[src/rtl/dpp_pkg.sv]
package dpp_pkg;

    typedef enum logic [1:0] {
        FILL_PIX   = 2'd0,
        FILL_BLANK = 2'd1,
        FILL_HOLD  = 2'd2
    } fill_state_t;

    typedef enum logic [1:0] {
        DRN_IDLE = 2'd0,
        DRN_LINE = 2'd1,
        DRN_SIDE = 2'd2
    } drain_state_t;

    function automatic int unsigned bytes_per_line(input int unsigned px);
        return (px + 7) / 8;
    endfunction

    function automatic int unsigned bank_stride(input int unsigned px);
        return ((px + 31) / 32) * 4;
    endfunction

    function automatic int unsigned width_of(input int unsigned n);
        return (n > 1) ? $clog2(n) : 1;
    endfunction

endpackage

[src/rtl/dpp_byte_ram.sv]
module dpp_byte_ram #(
    parameter int unsigned DEPTH = 16,
    localparam int unsigned AW = (DEPTH > 1) ? $clog2(DEPTH) : 1
) (
    input  logic          clk,
    input  logic          we,
    input  logic [AW-1:0] waddr,
    input  logic [7:0]    wdata,
    input  logic [AW-1:0] raddr,
    output logic [7:0]    rdata
);

    logic [7:0] mem [DEPTH];

    always_ff @(posedge clk) begin
        if (we) begin
            mem[waddr] <= wdata;
        end
    end

    assign rdata = mem[raddr];

endmodule

[src/rtl/dpp_fill.sv]
module dpp_fill
    import dpp_pkg::*;
#(
    parameter int unsigned LINE_PX     = 44,
    parameter int unsigned FRAME_LINES = 4,
    localparam int unsigned EMIT   = bytes_per_line(LINE_PX),
    localparam int unsigned STRIDE = bank_stride(LINE_PX),
    localparam int unsigned XW     = width_of(LINE_PX),
    localparam int unsigned LW     = width_of(FRAME_LINES),
    localparam int unsigned LAW    = width_of(2 * STRIDE),
    localparam int unsigned SAW    = width_of(FRAME_LINES * EMIT)
) (
    input  logic           clk,
    input  logic           rst_n,
    input  logic           two_plane,
    input  logic           pix_valid,
    input  logic [1:0]     pix_data,
    input  logic           blank_req,
    input  logic           clr_en,
    input  logic           clr_bank,
    input  logic           frame_done,
    output logic           pix_ready,
    output logic           blank_ack,
    output logic [1:0]     bank_full,
    output logic           la_we,
    output logic [LAW-1:0] la_addr,
    output logic [7:0]     la_data,
    output logic           sb_we,
    output logic [SAW-1:0] sb_addr,
    output logic [7:0]     sb_data
);

    localparam logic [XW-1:0] PX_LAST   = XW'(LINE_PX - 1);
    localparam logic [LW-1:0] LINE_LAST = LW'(FRAME_LINES - 1);

    fill_state_t   state, state_n;
    logic [XW-1:0] px;
    logic [LW-1:0] line;
    logic [7:0]    acc   [2];
    logic [7:0]    acc_n [2];
    logic [1:0]    pbit;
    logic [1:0]    full_n;
    logic [1:0]    val;
    logic [2:0]    bitpos;
    logic          bank, at_start, take_blank, step, last_px, last_line, byte_end;

    assign bank      = line[0];
    assign at_start  = (px == '0);
    assign last_px   = (px == PX_LAST);
    assign last_line = (line == LINE_LAST);
    assign byte_end  = (px[2:0] == 3'd7) || last_px;
    assign bitpos    = 3'd7 - px[2:0];
    assign val       = (state == FILL_BLANK) ? 2'b11 : pix_data;

    // Outputs and handshake decode
    always_comb begin
        take_blank = 1'b0;
        pix_ready  = 1'b0;
        unique case (state)
            FILL_PIX: begin
                take_blank = at_start && blank_req && !bank_full[bank];
                pix_ready  = !bank_full[bank] && !(at_start && blank_req);
            end
            FILL_BLANK: pix_ready = 1'b0;
            FILL_HOLD:  pix_ready = 1'b0;
            default:    pix_ready = 1'b0;
        endcase
    end

    assign blank_ack = take_blank;
    assign step      = (pix_valid && pix_ready) || (state == FILL_BLANK);

    // Plane bit routing: plane 0 is A, plane 1 is B
    assign pbit[0] = two_plane ? val[1] : val[0];
    assign pbit[1] = val[0];

    for (genvar p = 0; p < 2; p++) begin : g_plane
        assign acc_n[p] = acc[p] | ({7'b0, pbit[p]} << bitpos);
    end

    assign la_we   = step && byte_end;
    assign la_addr = LAW'(int'(bank) * STRIDE) + LAW'(px >> 3);
    assign la_data = acc_n[0];
    assign sb_we   = step && byte_end && two_plane;
    assign sb_addr = SAW'(int'(line) * EMIT) + SAW'(px >> 3);
    assign sb_data = acc_n[1];

    // Next state
    always_comb begin
        state_n = state;
        unique case (state)
            FILL_PIX: begin
                if (take_blank) begin
                    state_n = FILL_BLANK;
                end else if (step && last_px && last_line && two_plane) begin
                    state_n = FILL_HOLD;
                end
            end
            FILL_BLANK: begin
                if (last_px) begin
                    state_n = (last_line && two_plane) ? FILL_HOLD : FILL_PIX;
                end
            end
            FILL_HOLD: begin
                if (frame_done) begin
                    state_n = FILL_PIX;
                end
            end
            default: state_n = FILL_PIX;
        endcase
    end

    // State register
    always_ff @(posedge clk) begin
        if (!rst_n) begin
            state <= FILL_PIX;
        end else begin
            state <= state_n;
        end
    end

    always_comb begin
        full_n = bank_full;
        if (step && last_px) begin
            full_n[bank] = 1'b1;
        end
        if (clr_en) begin
            full_n[clr_bank] = 1'b0;
        end
    end

    // Counters, accumulators and bank flags
    always_ff @(posedge clk) begin
        if (!rst_n) begin
            px        <= '0;
            line      <= '0;
            acc[0]    <= '0;
            acc[1]    <= '0;
            bank_full <= '0;
        end else begin
            bank_full <= full_n;
            if (step) begin
                px <= last_px ? '0 : px + 1'b1;
                if (last_px) begin
                    line <= last_line ? '0 : line + 1'b1;
                end
                acc[0] <= byte_end ? 8'h00 : acc_n[0];
                acc[1] <= byte_end ? 8'h00 : acc_n[1];
            end
        end
    end

    p_clear_full_r7: assert property (@(posedge clk) disable iff (!rst_n)
        clr_en |-> bank_full[clr_bank]);

    p_done_in_hold_r11: assert property (@(posedge clk) disable iff (!rst_n)
        (frame_done && two_plane) |-> (state == FILL_HOLD));

    p_ack_pulse_r9: assert property (@(posedge clk) disable iff (!rst_n)
        blank_ack |=> (!blank_ack && !pix_ready));

endmodule

[src/rtl/dpp_drain.sv]
module dpp_drain
    import dpp_pkg::*;
#(
    parameter int unsigned LINE_PX     = 44,
    parameter int unsigned FRAME_LINES = 4,
    localparam int unsigned EMIT   = bytes_per_line(LINE_PX),
    localparam int unsigned STRIDE = bank_stride(LINE_PX),
    localparam int unsigned SIDE   = FRAME_LINES * EMIT,
    localparam int unsigned IW     = width_of(EMIT),
    localparam int unsigned LW     = width_of(FRAME_LINES),
    localparam int unsigned LAW    = width_of(2 * STRIDE),
    localparam int unsigned SAW    = width_of(SIDE)
) (
    input  logic           clk,
    input  logic           rst_n,
    input  logic           two_plane,
    input  logic [1:0]     bank_full,
    input  logic           out_ready,
    input  logic [7:0]     la_rdata,
    input  logic [7:0]     sb_rdata,
    output logic [LAW-1:0] la_raddr,
    output logic [SAW-1:0] sb_raddr,
    output logic           out_valid,
    output logic [7:0]     out_data,
    output logic           out_plane,
    output logic           out_last,
    output logic           clr_en,
    output logic           clr_bank,
    output logic           frame_done
);

    localparam logic [IW-1:0]  IDX_LAST  = IW'(EMIT - 1);
    localparam logic [LW-1:0]  LINE_LAST = LW'(FRAME_LINES - 1);
    localparam logic [SAW-1:0] SIDE_LAST = SAW'(SIDE - 1);

    drain_state_t   state, state_n;
    logic [IW-1:0]  idx;
    logic [LW-1:0]  dline;
    logic [SAW-1:0] sidx;
    logic           dbank, fire, line_end, last_line, side_end;

    assign dbank     = dline[0];
    assign line_end  = (idx == IDX_LAST);
    assign last_line = (dline == LINE_LAST);
    assign side_end  = (sidx == SIDE_LAST);
    assign la_raddr  = LAW'(int'(dbank) * STRIDE) + LAW'(idx);
    assign sb_raddr  = sidx;
    assign fire      = out_valid && out_ready;
    assign clr_bank  = dbank;

    // Outputs
    always_comb begin
        out_valid  = 1'b0;
        out_plane  = 1'b0;
        out_data   = la_rdata;
        out_last   = 1'b0;
        clr_en     = 1'b0;
        frame_done = 1'b0;
        unique case (state)
            DRN_IDLE: out_valid = 1'b0;
            DRN_LINE: begin
                out_valid  = 1'b1;
                out_last   = line_end && last_line;
                clr_en     = out_ready && line_end;
                frame_done = out_ready && line_end && last_line && !two_plane;
            end
            DRN_SIDE: begin
                out_valid  = 1'b1;
                out_plane  = 1'b1;
                out_data   = sb_rdata;
                out_last   = side_end;
                frame_done = out_ready && side_end;
            end
            default: out_valid = 1'b0;
        endcase
    end

    // Next state
    always_comb begin
        state_n = state;
        unique case (state)
            DRN_IDLE: begin
                if (bank_full[dbank]) begin
                    state_n = DRN_LINE;
                end
            end
            DRN_LINE: begin
                if (fire && line_end) begin
                    state_n = (last_line && two_plane) ? DRN_SIDE : DRN_IDLE;
                end
            end
            DRN_SIDE: begin
                if (fire && side_end) begin
                    state_n = DRN_IDLE;
                end
            end
            default: state_n = DRN_IDLE;
        endcase
    end

    // State register
    always_ff @(posedge clk) begin
        if (!rst_n) begin
            state <= DRN_IDLE;
        end else begin
            state <= state_n;
        end
    end

    always_ff @(posedge clk) begin
        if (!rst_n) begin
            idx   <= '0;
            dline <= '0;
            sidx  <= '0;
        end else begin
            if (state == DRN_LINE && fire) begin
                idx <= line_end ? '0 : idx + 1'b1;
                if (line_end) begin
                    dline <= last_line ? '0 : dline + 1'b1;
                end
            end
            if (state == DRN_SIDE && fire) begin
                sidx <= side_end ? '0 : sidx + 1'b1;
            end
        end
    end

    p_hold_r8: assert property (@(posedge clk) disable iff (!rst_n)
        (out_valid && !out_ready) |=>
            (out_valid && $stable(out_data) && $stable(out_plane) && $stable(out_last)));

    p_plane_order_r6: assert property (@(posedge clk) disable iff (!rst_n)
        $rose(out_plane) |-> $past(out_valid && out_ready && out_last));

    p_line_needs_bank_r7: assert property (@(posedge clk) disable iff (!rst_n)
        (state == DRN_LINE) |-> bank_full[dbank]);

endmodule

[src/rtl/dual_plane_packer.sv]
module dual_plane_packer
    import dpp_pkg::*;
#(
    parameter int unsigned LINE_PX     = 44,
    parameter int unsigned FRAME_LINES = 4
) (
    input  logic       clk,
    input  logic       rst_n,
    input  logic       two_plane,
    input  logic       pix_valid,
    output logic       pix_ready,
    input  logic [1:0] pix_data,
    input  logic       blank_req,
    output logic       blank_ack,
    output logic       out_valid,
    input  logic       out_ready,
    output logic [7:0] out_data,
    output logic       out_plane,
    output logic       out_last
);

    localparam int unsigned EMIT   = bytes_per_line(LINE_PX);
    localparam int unsigned STRIDE = bank_stride(LINE_PX);
    localparam int unsigned SIDE   = FRAME_LINES * EMIT;
    localparam int unsigned LAW    = width_of(2 * STRIDE);
    localparam int unsigned SAW    = width_of(SIDE);

    logic [1:0]     bank_full;
    logic           clr_en, clr_bank, frame_done;
    logic           la_we, sb_we;
    logic [LAW-1:0] la_waddr, la_raddr;
    logic [SAW-1:0] sb_waddr, sb_raddr;
    logic [7:0]     la_wdata, sb_wdata, la_rdata, sb_rdata;

    dpp_fill #(.LINE_PX(LINE_PX), .FRAME_LINES(FRAME_LINES)) u_fill (
        .clk        (clk),
        .rst_n      (rst_n),
        .two_plane  (two_plane),
        .pix_valid  (pix_valid),
        .pix_data   (pix_data),
        .blank_req  (blank_req),
        .clr_en     (clr_en),
        .clr_bank   (clr_bank),
        .frame_done (frame_done),
        .pix_ready  (pix_ready),
        .blank_ack  (blank_ack),
        .bank_full  (bank_full),
        .la_we      (la_we),
        .la_addr    (la_waddr),
        .la_data    (la_wdata),
        .sb_we      (sb_we),
        .sb_addr    (sb_waddr),
        .sb_data    (sb_wdata)
    );

    dpp_byte_ram #(.DEPTH(2 * STRIDE)) u_line_banks (
        .clk   (clk),
        .we    (la_we),
        .waddr (la_waddr),
        .wdata (la_wdata),
        .raddr (la_raddr),
        .rdata (la_rdata)
    );

    dpp_byte_ram #(.DEPTH(SIDE)) u_side_mem (
        .clk   (clk),
        .we    (sb_we),
        .waddr (sb_waddr),
        .wdata (sb_wdata),
        .raddr (sb_raddr),
        .rdata (sb_rdata)
    );

    dpp_drain #(.LINE_PX(LINE_PX), .FRAME_LINES(FRAME_LINES)) u_drain (
        .clk        (clk),
        .rst_n      (rst_n),
        .two_plane  (two_plane),
        .bank_full  (bank_full),
        .out_ready  (out_ready),
        .la_rdata   (la_rdata),
        .sb_rdata   (sb_rdata),
        .la_raddr   (la_raddr),
        .sb_raddr   (sb_raddr),
        .out_valid  (out_valid),
        .out_data   (out_data),
        .out_plane  (out_plane),
        .out_last   (out_last),
        .clr_en     (clr_en),
        .clr_bank   (clr_bank),
        .frame_done (frame_done)
    );

    p_last_valid_r6: assert property (@(posedge clk) disable iff (!rst_n)
        out_last |-> out_valid);

endmodule

[config.mk]
export PLATFORM = sky130hd
export DESIGN_NAME = dual_plane_packer
export DESIGN_NICKNAME = d
export VERILOG_FILES = /design/src/rtl/dpp_pkg.sv /design/src/rtl/dpp_byte_ram.sv /design/src/rtl/dpp_fill.sv /design/src/rtl/dpp_drain.sv /design/src/rtl/dual_plane_packer.sv
export SDC_FILE = /design/constraint.sdc
export NUM_CORES = 1
export LEC_CHECK = 0
export ABC_CLOCK_PERIOD_IN_PS = 9800
export CAP_MARGIN = 20
export CORE_ASPECT_RATIO = 0.75
export CORE_UTILIZATION = 50
export DETAILED_ROUTE_END_ITERATION = 8
export GPL_ROUTABILITY_DRIVEN = 0
export PLACE_DENSITY = 0.62
export SETUP_SLACK_MARGIN = 0.5
export SLEW_MARGIN = 20
export SYNTH_ARGS = -nofsm -noshare
export SYNTH_HDL_FRONTEND = slang
export SYNTH_HIERARCHICAL = 1
export SYNTH_SLANG_ARGS = --single-unit
export TNS_END_PERCENT = 50
[constraint.sdc]
create_clock -name clk -period 9.8 [get_ports clk]
set_clock_uncertainty 0.15 [all_clocks]
set_input_delay 1.47 -clock clk [delete_from_list [all_inputs] [get_ports clk]]
set_output_delay 1.47 -clock clk [all_outputs]
set_load 0.05 [all_outputs]
=== Yosys cells after proc, flatten, opt, wreduce, memory -nomap -nowiden ===
Memories as Yosys holds them, arrays and structs flattened. A register that Yosys moved wholly into a read port is not among the register bits.
Index checks and enable logic that the tools add are counted.

* Add/sub/neg operators: 9
* Multipliers: 1
* Divide/modulo/power cells: 0
* Magnitude comparators: 4
* Equal/unequal tests: 16
* Shift-type cells: 2
* Multiplexer cells: 50
* Bitwise gates (word level): 7
* Reduce and logical (&&, ||, !) cells: 36

{| class="wikitable"
|+ Operator list
! kind !! count
|-
| two-way mux 8 bit || 5
|-
| two-way mux 2 bit || 14
|-
| logical AND 1 bit || 23
|-
| two-way mux 1 bit || 20
|-
| OR 8 bit || 2
|-
| left shift 1 x 3 -> 8 bit || 2
|-
| two-way mux 5 bit || 3
|-
| one-hot mux 2 bit (3 select lines) || 2
|-
| adder 4 x 3 -> 4 bit || 2
|-
| equality test 2 bit, second input constant || 4
|-
| != test 2 x 1 -> 1 bit, second input constant || 4
|-
| adder 6 x 1 -> 6 bit, second input constant || 1
|-
| equality test 3 bit, second input constant || 2
|-
| equality test 6 bit, second input constant || 1
|-
| logical NOT 6 bit || 1
|-
| two-way mux 6 bit || 1
|-
| AND reduction 3 bit || 2
|-
| adder 5 x 1 -> 5 bit, second input constant || 1
|-
| adder 5 x 3 -> 5 bit || 1
|-
| equality test 5 bit, second input constant || 1
|-
| adder 2 x 1 -> 2 bit, second input constant || 2
|-
| equality test 2 x 1 -> 1 bit, second input constant || 2
|-
| logical NOT 2 bit || 2
|-
| less-than comparator 1 x 2 -> 1 bit, second input constant || 2
|-
| 17 further kinds || 25
|}

* Register bits: 24
* Latch bits: 0
* Memory bits (writable): 336
* ROM bits: 0
* Input port bits: 8
* Output and inout bits: 13
* Memories: 3

{| class="wikitable"
|+ Memories
! memory !! words !! width !! read ports !! clocked after memory_dff !! wr ports !! RTL line !! RTL
|-
| u_side_mem.mem || 24 || 8 || 1 || 1 || 1 || dpp_byte_ram.sv:13 || <nowiki>logic [7:0] mem [DEPTH];</nowiki>
|-
| u_line_banks.mem || 16 || 8 || 1 || 0 || 1 || dpp_byte_ram.sv:13 ||
|-
| u_fill.acc || 2 || 8 || 2 || 0 || 2 || dpp_fill.sv:39 || <nowiki>logic [7:0] acc [2];</nowiki>
|}

=== Logic depth before layout (Yosys ltp) ===
* Depth after elaboration: 13
* Mapped depth: 10
* Gate-level depth less buffers: 10

=== Modules after synthesis ===
Netlist, hierarchy kept.

{| class="wikitable"
|+ Modules (own cells, without submodules)
! module !! times used !! cells each !! area each (µm²)
|-
| dpp_byte_ram (u_side_mem) || 1 || 375 || 7559.8
|-
| dpp_byte_ram (u_line_banks) || 1 || 221 || 4987.3
|-
| dpp_fill || 1 || 171 || 1751.7
|-
| dpp_drain || 1 || 95 || 829.5
|}

=== Worst setup path before layout ===
No wires, ideal clock.

* Path kind: register -> output
* Start point: register u_drain.state[0]
* End point: output port out_last
* Arrival: 2.474 ns
* Data required time: 8.180 ns
* Path slack: 5.706 ns
* Stages on the path, launching flop included: 6
* Cells stage by stage: dfxtp_1 > inv_1 > ha_1 > buf_2 > nand2_1 > a21boi_0

* Cells in the longest elaborated chain, start to end: 2
* Elaborated cells between the ends (all ways): 3
* Classes of those cells: eq/ne: 2; mux: 1

{| class="wikitable"
|+ RTL lines
! element !! RTL line !! RTL
|-
| from (decl) || dpp_drain.sv:36 || <nowiki>drain_state_t state, state_n;</nowiki>
|-
| from (signal assigned) || dpp_drain.sv:106 || <nowiki>state <= state_n;</nowiki>
|-
| equality test 2 bit / equality test 2 x 1 -> 1 bit (equally long branches) || dpp_drain.sv:59 || <nowiki>unique case (state)</nowiki>
|-
| one-hot mux 1 bit (2 select lines) (*) || dpp_drain.sv:59 ||
|-
| to (decl) || dual_plane_packer.sv:19 || <nowiki>output logic out_last</nowiki>
|}

Every way passes the cells marked *; elsewhere a longest branch is shown, timed or not.

==> run_results.csv <==
group,metric,value,unit
global_route,antenna_found_initial,0,
logic_synthesis,yosys.area.top_type,"edfxtp_1",
global_route,grt_max_degree,55,
sta,rsz0062_at_grt,"no",
logic_synthesis,syn_avg_cell_area,17.6,um2
place,hpwlAfterDp,20.6,mm
critical_path,critPathMaxStageDelay,0.72,ns
die,die-area,31000,um2
worst_hold_path,hold_start,"u_drain/dline[1]$_SDFFE_PN0P_",
global_route,track_usage,20.9,%
sta,maxSlewHeadroom,35.0,%
routing,antenna_left,0,
critical_path,r2r_end,"u_side_mem/mem[16][6]$_DFFE_PP_",
critical_path,crit_path_start_kind,"flop",
routing,dr.pass1.iters,5,
outcome,status,"finished clean",
critical_path,path_cells,"buf_4, mux4_2, mux2i_1, o311ai_1, mux2_2, clkdlybuf4s50_1",
critical_path,path_class,"flop to output port",
clock_tree,cts_made_buffers,36,
clock_tree,cts_hold_buffers,0,
logic_synthesis,postSynth.asyncResetShare,0,%
sta,slew_violations,0,
logic_synthesis,syn-cell-area,15100,um2
worst_hold_path,hold_end,"u_drain/dline[1]$_SDFFE_PN0P_",
routing,vias_per_cell,6.14,
logic_synthesis,ys_types,69,
clock_tree,cts_sinks,360,
logic_synthesis,ys_seq_area_share,69.9,%
clock_tree,ctsResizeCount,0,
routing,drc,0,
sta,setup_tns,0,ns
place,io_buffers,20,
clock_tree,clk_pin_slew_worst_paths,0.06,ns
critical_path,r2r-start,"u_fill/line[0]$_SDFFE_PN0P_",
power,internal_power,2.62,mW
sta,worst-slew-pin-transition,0.975,ns
clock_tree,tritoncts,"yes",
global_route,grt_first_pass_wirelength,47.7,mm
clock_tree,htree_levels,2,
critical_path,cp_top_family,"buffers and inverters",
die,rows,54,
layout,area.growth.synth_to_final,10.3,%
worst_hold_path,whs_path_depth,2,
clock_tree,cts_setup_buffers,0,
die,die_w,203,um
power,seqPwrFrac,53.8,%
clock_tree,cts_root_buffer,"clkbuf_16",
critical_path,path_max_fanout,54,
sta,final_hold_viol_count,0,
critical_path,critical_path_required,8.18,ns
routing,drt_wl_total,31.8,mm
die,ios,21,
run,cap_violations,0,
layout,final_nets,901,
power,power,3.34,mW
power,vdd_drop_max,0.104,mV
logic_synthesis,syn_inst,862,
power,p_clk_share,39.7,%
layout,drive_above_1_share,16.3,%
routing,wire_per_inst,24.6,um
sta,finalCritPeriodShare,55.8,%
critical_path,end_kind,"output port",
layout,antenna_cells,0,
die,start_util,51.5,%
logic_synthesis,yosysWarnings,6,
clock_tree,cts_buffer_depth,3,
logic_synthesis,synth_fp_nets,885,
critical_path,rr_worst_depth,7,
power,power_leakage,5.25,nW
critical_path,r2r_slack,5.91,ns
logic_synthesis,synth_area_leaders,"edfxtp_1, mux4_2, dfxtp_1",
die,dieHeight,153,um
logic_synthesis,synth-edff-count,336,
sta,max_freq,183,MHz
critical_path,crit_buf_inv,2,
layout,fill_cells,2226,
logic_synthesis,synth_top_area_share,66.7,%
die,core,29400,um2
global_route,gr-total-overflow,0,
worst_hold_path,hp-class,"flop to flop",
logic_synthesis,synth_seq_cells,360,
clock_tree,clock_latency,0.51,ns
global_route,grt_pass1_vias,7722,
sta,period_needed,5.47,ns
logic_synthesis,synth_top_flop_cell,"edfxtp_1",
power,p_comb_share,6.6,%
critical_path,cpMaxStageDelayCell,"buf_4",
power,power_density,200,nW/um2
routing,drt_iter0_markers,676,
power,switching_share,21.6,%
sta,finalSetupViolCount,0,
critical_path,arrival,3.85,ns
routing,vias,7957,
power,p_sw,722,uW
[logic make-up (layout without fill, tap and decap cells)]
kind of cell | Yosys count | in the layout | synth area share (%)
and+or+nand+nor | 203 | 203 | 7.44
buffers and inverters | 63 | 104 | 2.65
adders and majority gates | 15 | 15 | 1.29
AOI/OAI and AO/OA | 98 | 98 | 4.95
DFF | 360 | 360 | 69.9
muxes | 119 | 119 | 13.6
xor gates and xnor gates | 4 | 4 | 0.232
[metal layers]
layer	vias up	global-route usage [%]	share of wire, %	routed length, um
met3	39	4.92	8.2	2600
met1	4125	32.6	47	14800
met4	0	4.94	1.5	490
met2	301	29.5	44	13900
met5	-	0	0	0
li1	3492	-	-	-
[layout by cell type (no fill, tap or decap), types with 9 or more instances in the layout]
| master | netlist | layout |
|---|---|---|
| buf_4 | 10 | 10 |
| a22oi_1 | 24 | 24 |
| nand2_1 | 40 | 40 |
| nor2b_1 | 10 | 10 |
| dfxtp_1 | 24 | 21 |
| nor3b_2 | 10 | 10 |
| clkinv_1 | 1 | 10 |
| mux4_2 | 50 | 50 |
| clkdlybuf4s50_1 | 0 | 20 |
| edfxtp_1 | 336 | 336 |
| nor2_1 | 54 | 54 |
| ha_1 | 14 | 14 |
| mux4_1 | 14 | 14 |
| mux2i_1 | 47 | 47 |
| nand3_1 | 24 | 24 |
| clkbuf_16 | 0 | 37 |
| a21oi_1 | 9 | 9 |
| inv_1 | 9 | 9 |
[synthesized netlist by cell type (10+ instances only)]
cell,count
a22oi_1,24
buf_4,10
nor2b_1,10
nand3_1,24
buf_2,16
mux4_1,14
mux2i_1,47
nor3b_2,10
edfxtp_1,336
dfxtp_1,24
mux4_2,50
nand2_1,40
ha_1,14
nor2_1,54
[flip-flops by register name (all words and copies together), names as in the netlist]
name and flops:
u_side_mem/mem 192, u_line_banks/mem 128, u_fill/acc 16, u_fill/px 6, u_drain/sb_raddr 5, u_drain/idx 3
u_drain/dline 2, u_drain/state 2, u_fill/bank_full 2, u_fill/line 2, u_fill/state 2
[area by class of cell]
cell class | count | area (um2) | share of cell area, %
tap | 392 | 490 | 2.94
clock buffer | 44 | 952 | 5.71
inverter | 11 | 41.3 | 0.248
sequential | 360 | 10600 | 63.4
multi-input combinational | 439 | 4160 | 25.0
clock inverter | 19 | 184 | 1.10
timing repair buffer | 30 | 275 | 1.65
[through the flow]
| stage | setup WS, ns | area, um2 | utilization, % | hold slack (ns) | std cells |
|---|---|---|---|---|---|
| final | 4.33 | 16700 | 56.8 | 0.321 | 1295 |
| after global placement | 4.64 | 15500 | 52.9 | 0.303 | 1232 |
| after CTS | 4.36 | 16700 | 56.8 | 0.321 | 1295 |
| after floorplan | 5.71 | 15100 | - | 0.297 | 862 |
| after global routing | 4.18 | 16700 | 56.8 | 0.340 | 1295 |
| after detailed placement | 4.79 | 15500 | 52.9 | 0.313 | 1232 |
[worst max path at each step]
stage                                                start                                to  slack (ns)  cells after the start
after global routing      u_drain/sb_raddr[0]$_SDFFE_PN0P_                       out_data[6]        4.18                      6
after detailed placement                         pix_valid   u_side_mem/mem[16][6]$_DFFE_PP_        4.79                      8
after floorplan              u_drain/state[0]$_SDFFE_PN0P_                          out_last        5.71                      5
after CTS                 u_drain/sb_raddr[0]$_SDFFE_PN0P_                       out_data[3]        4.36                      6
after global placement                           pix_valid  u_line_banks/mem[0][2]$_DFFE_PP_        4.64                      8
final                     u_drain/sb_raddr[0]$_SDFFE_PN0P_                       out_data[6]        4.33                      6
[worst register-to-register path, cell delays in order, from the launching register on]
cell and delay (ns):
dfxtp_1 0.61, mux2i_1 0.47, and2_1 0.27, a21oi_2 0.07
buf_4 0.24, nor3b_1 0.46, or3b_2 0.58, nor2_1 0.65
[power groups by stage]
stage,clock network [mW],logic (mW),registers (mW)
after global routing,1.42,0.238,1.80
after global placement,0,0.209,1.83
final,1.33,0.219,1.80
after CTS,1.36,0.222,1.80
after detailed placement,0,0.222,1.83
after floorplan,0,0.134,1.82
Power figures use the tool's default switching activity.
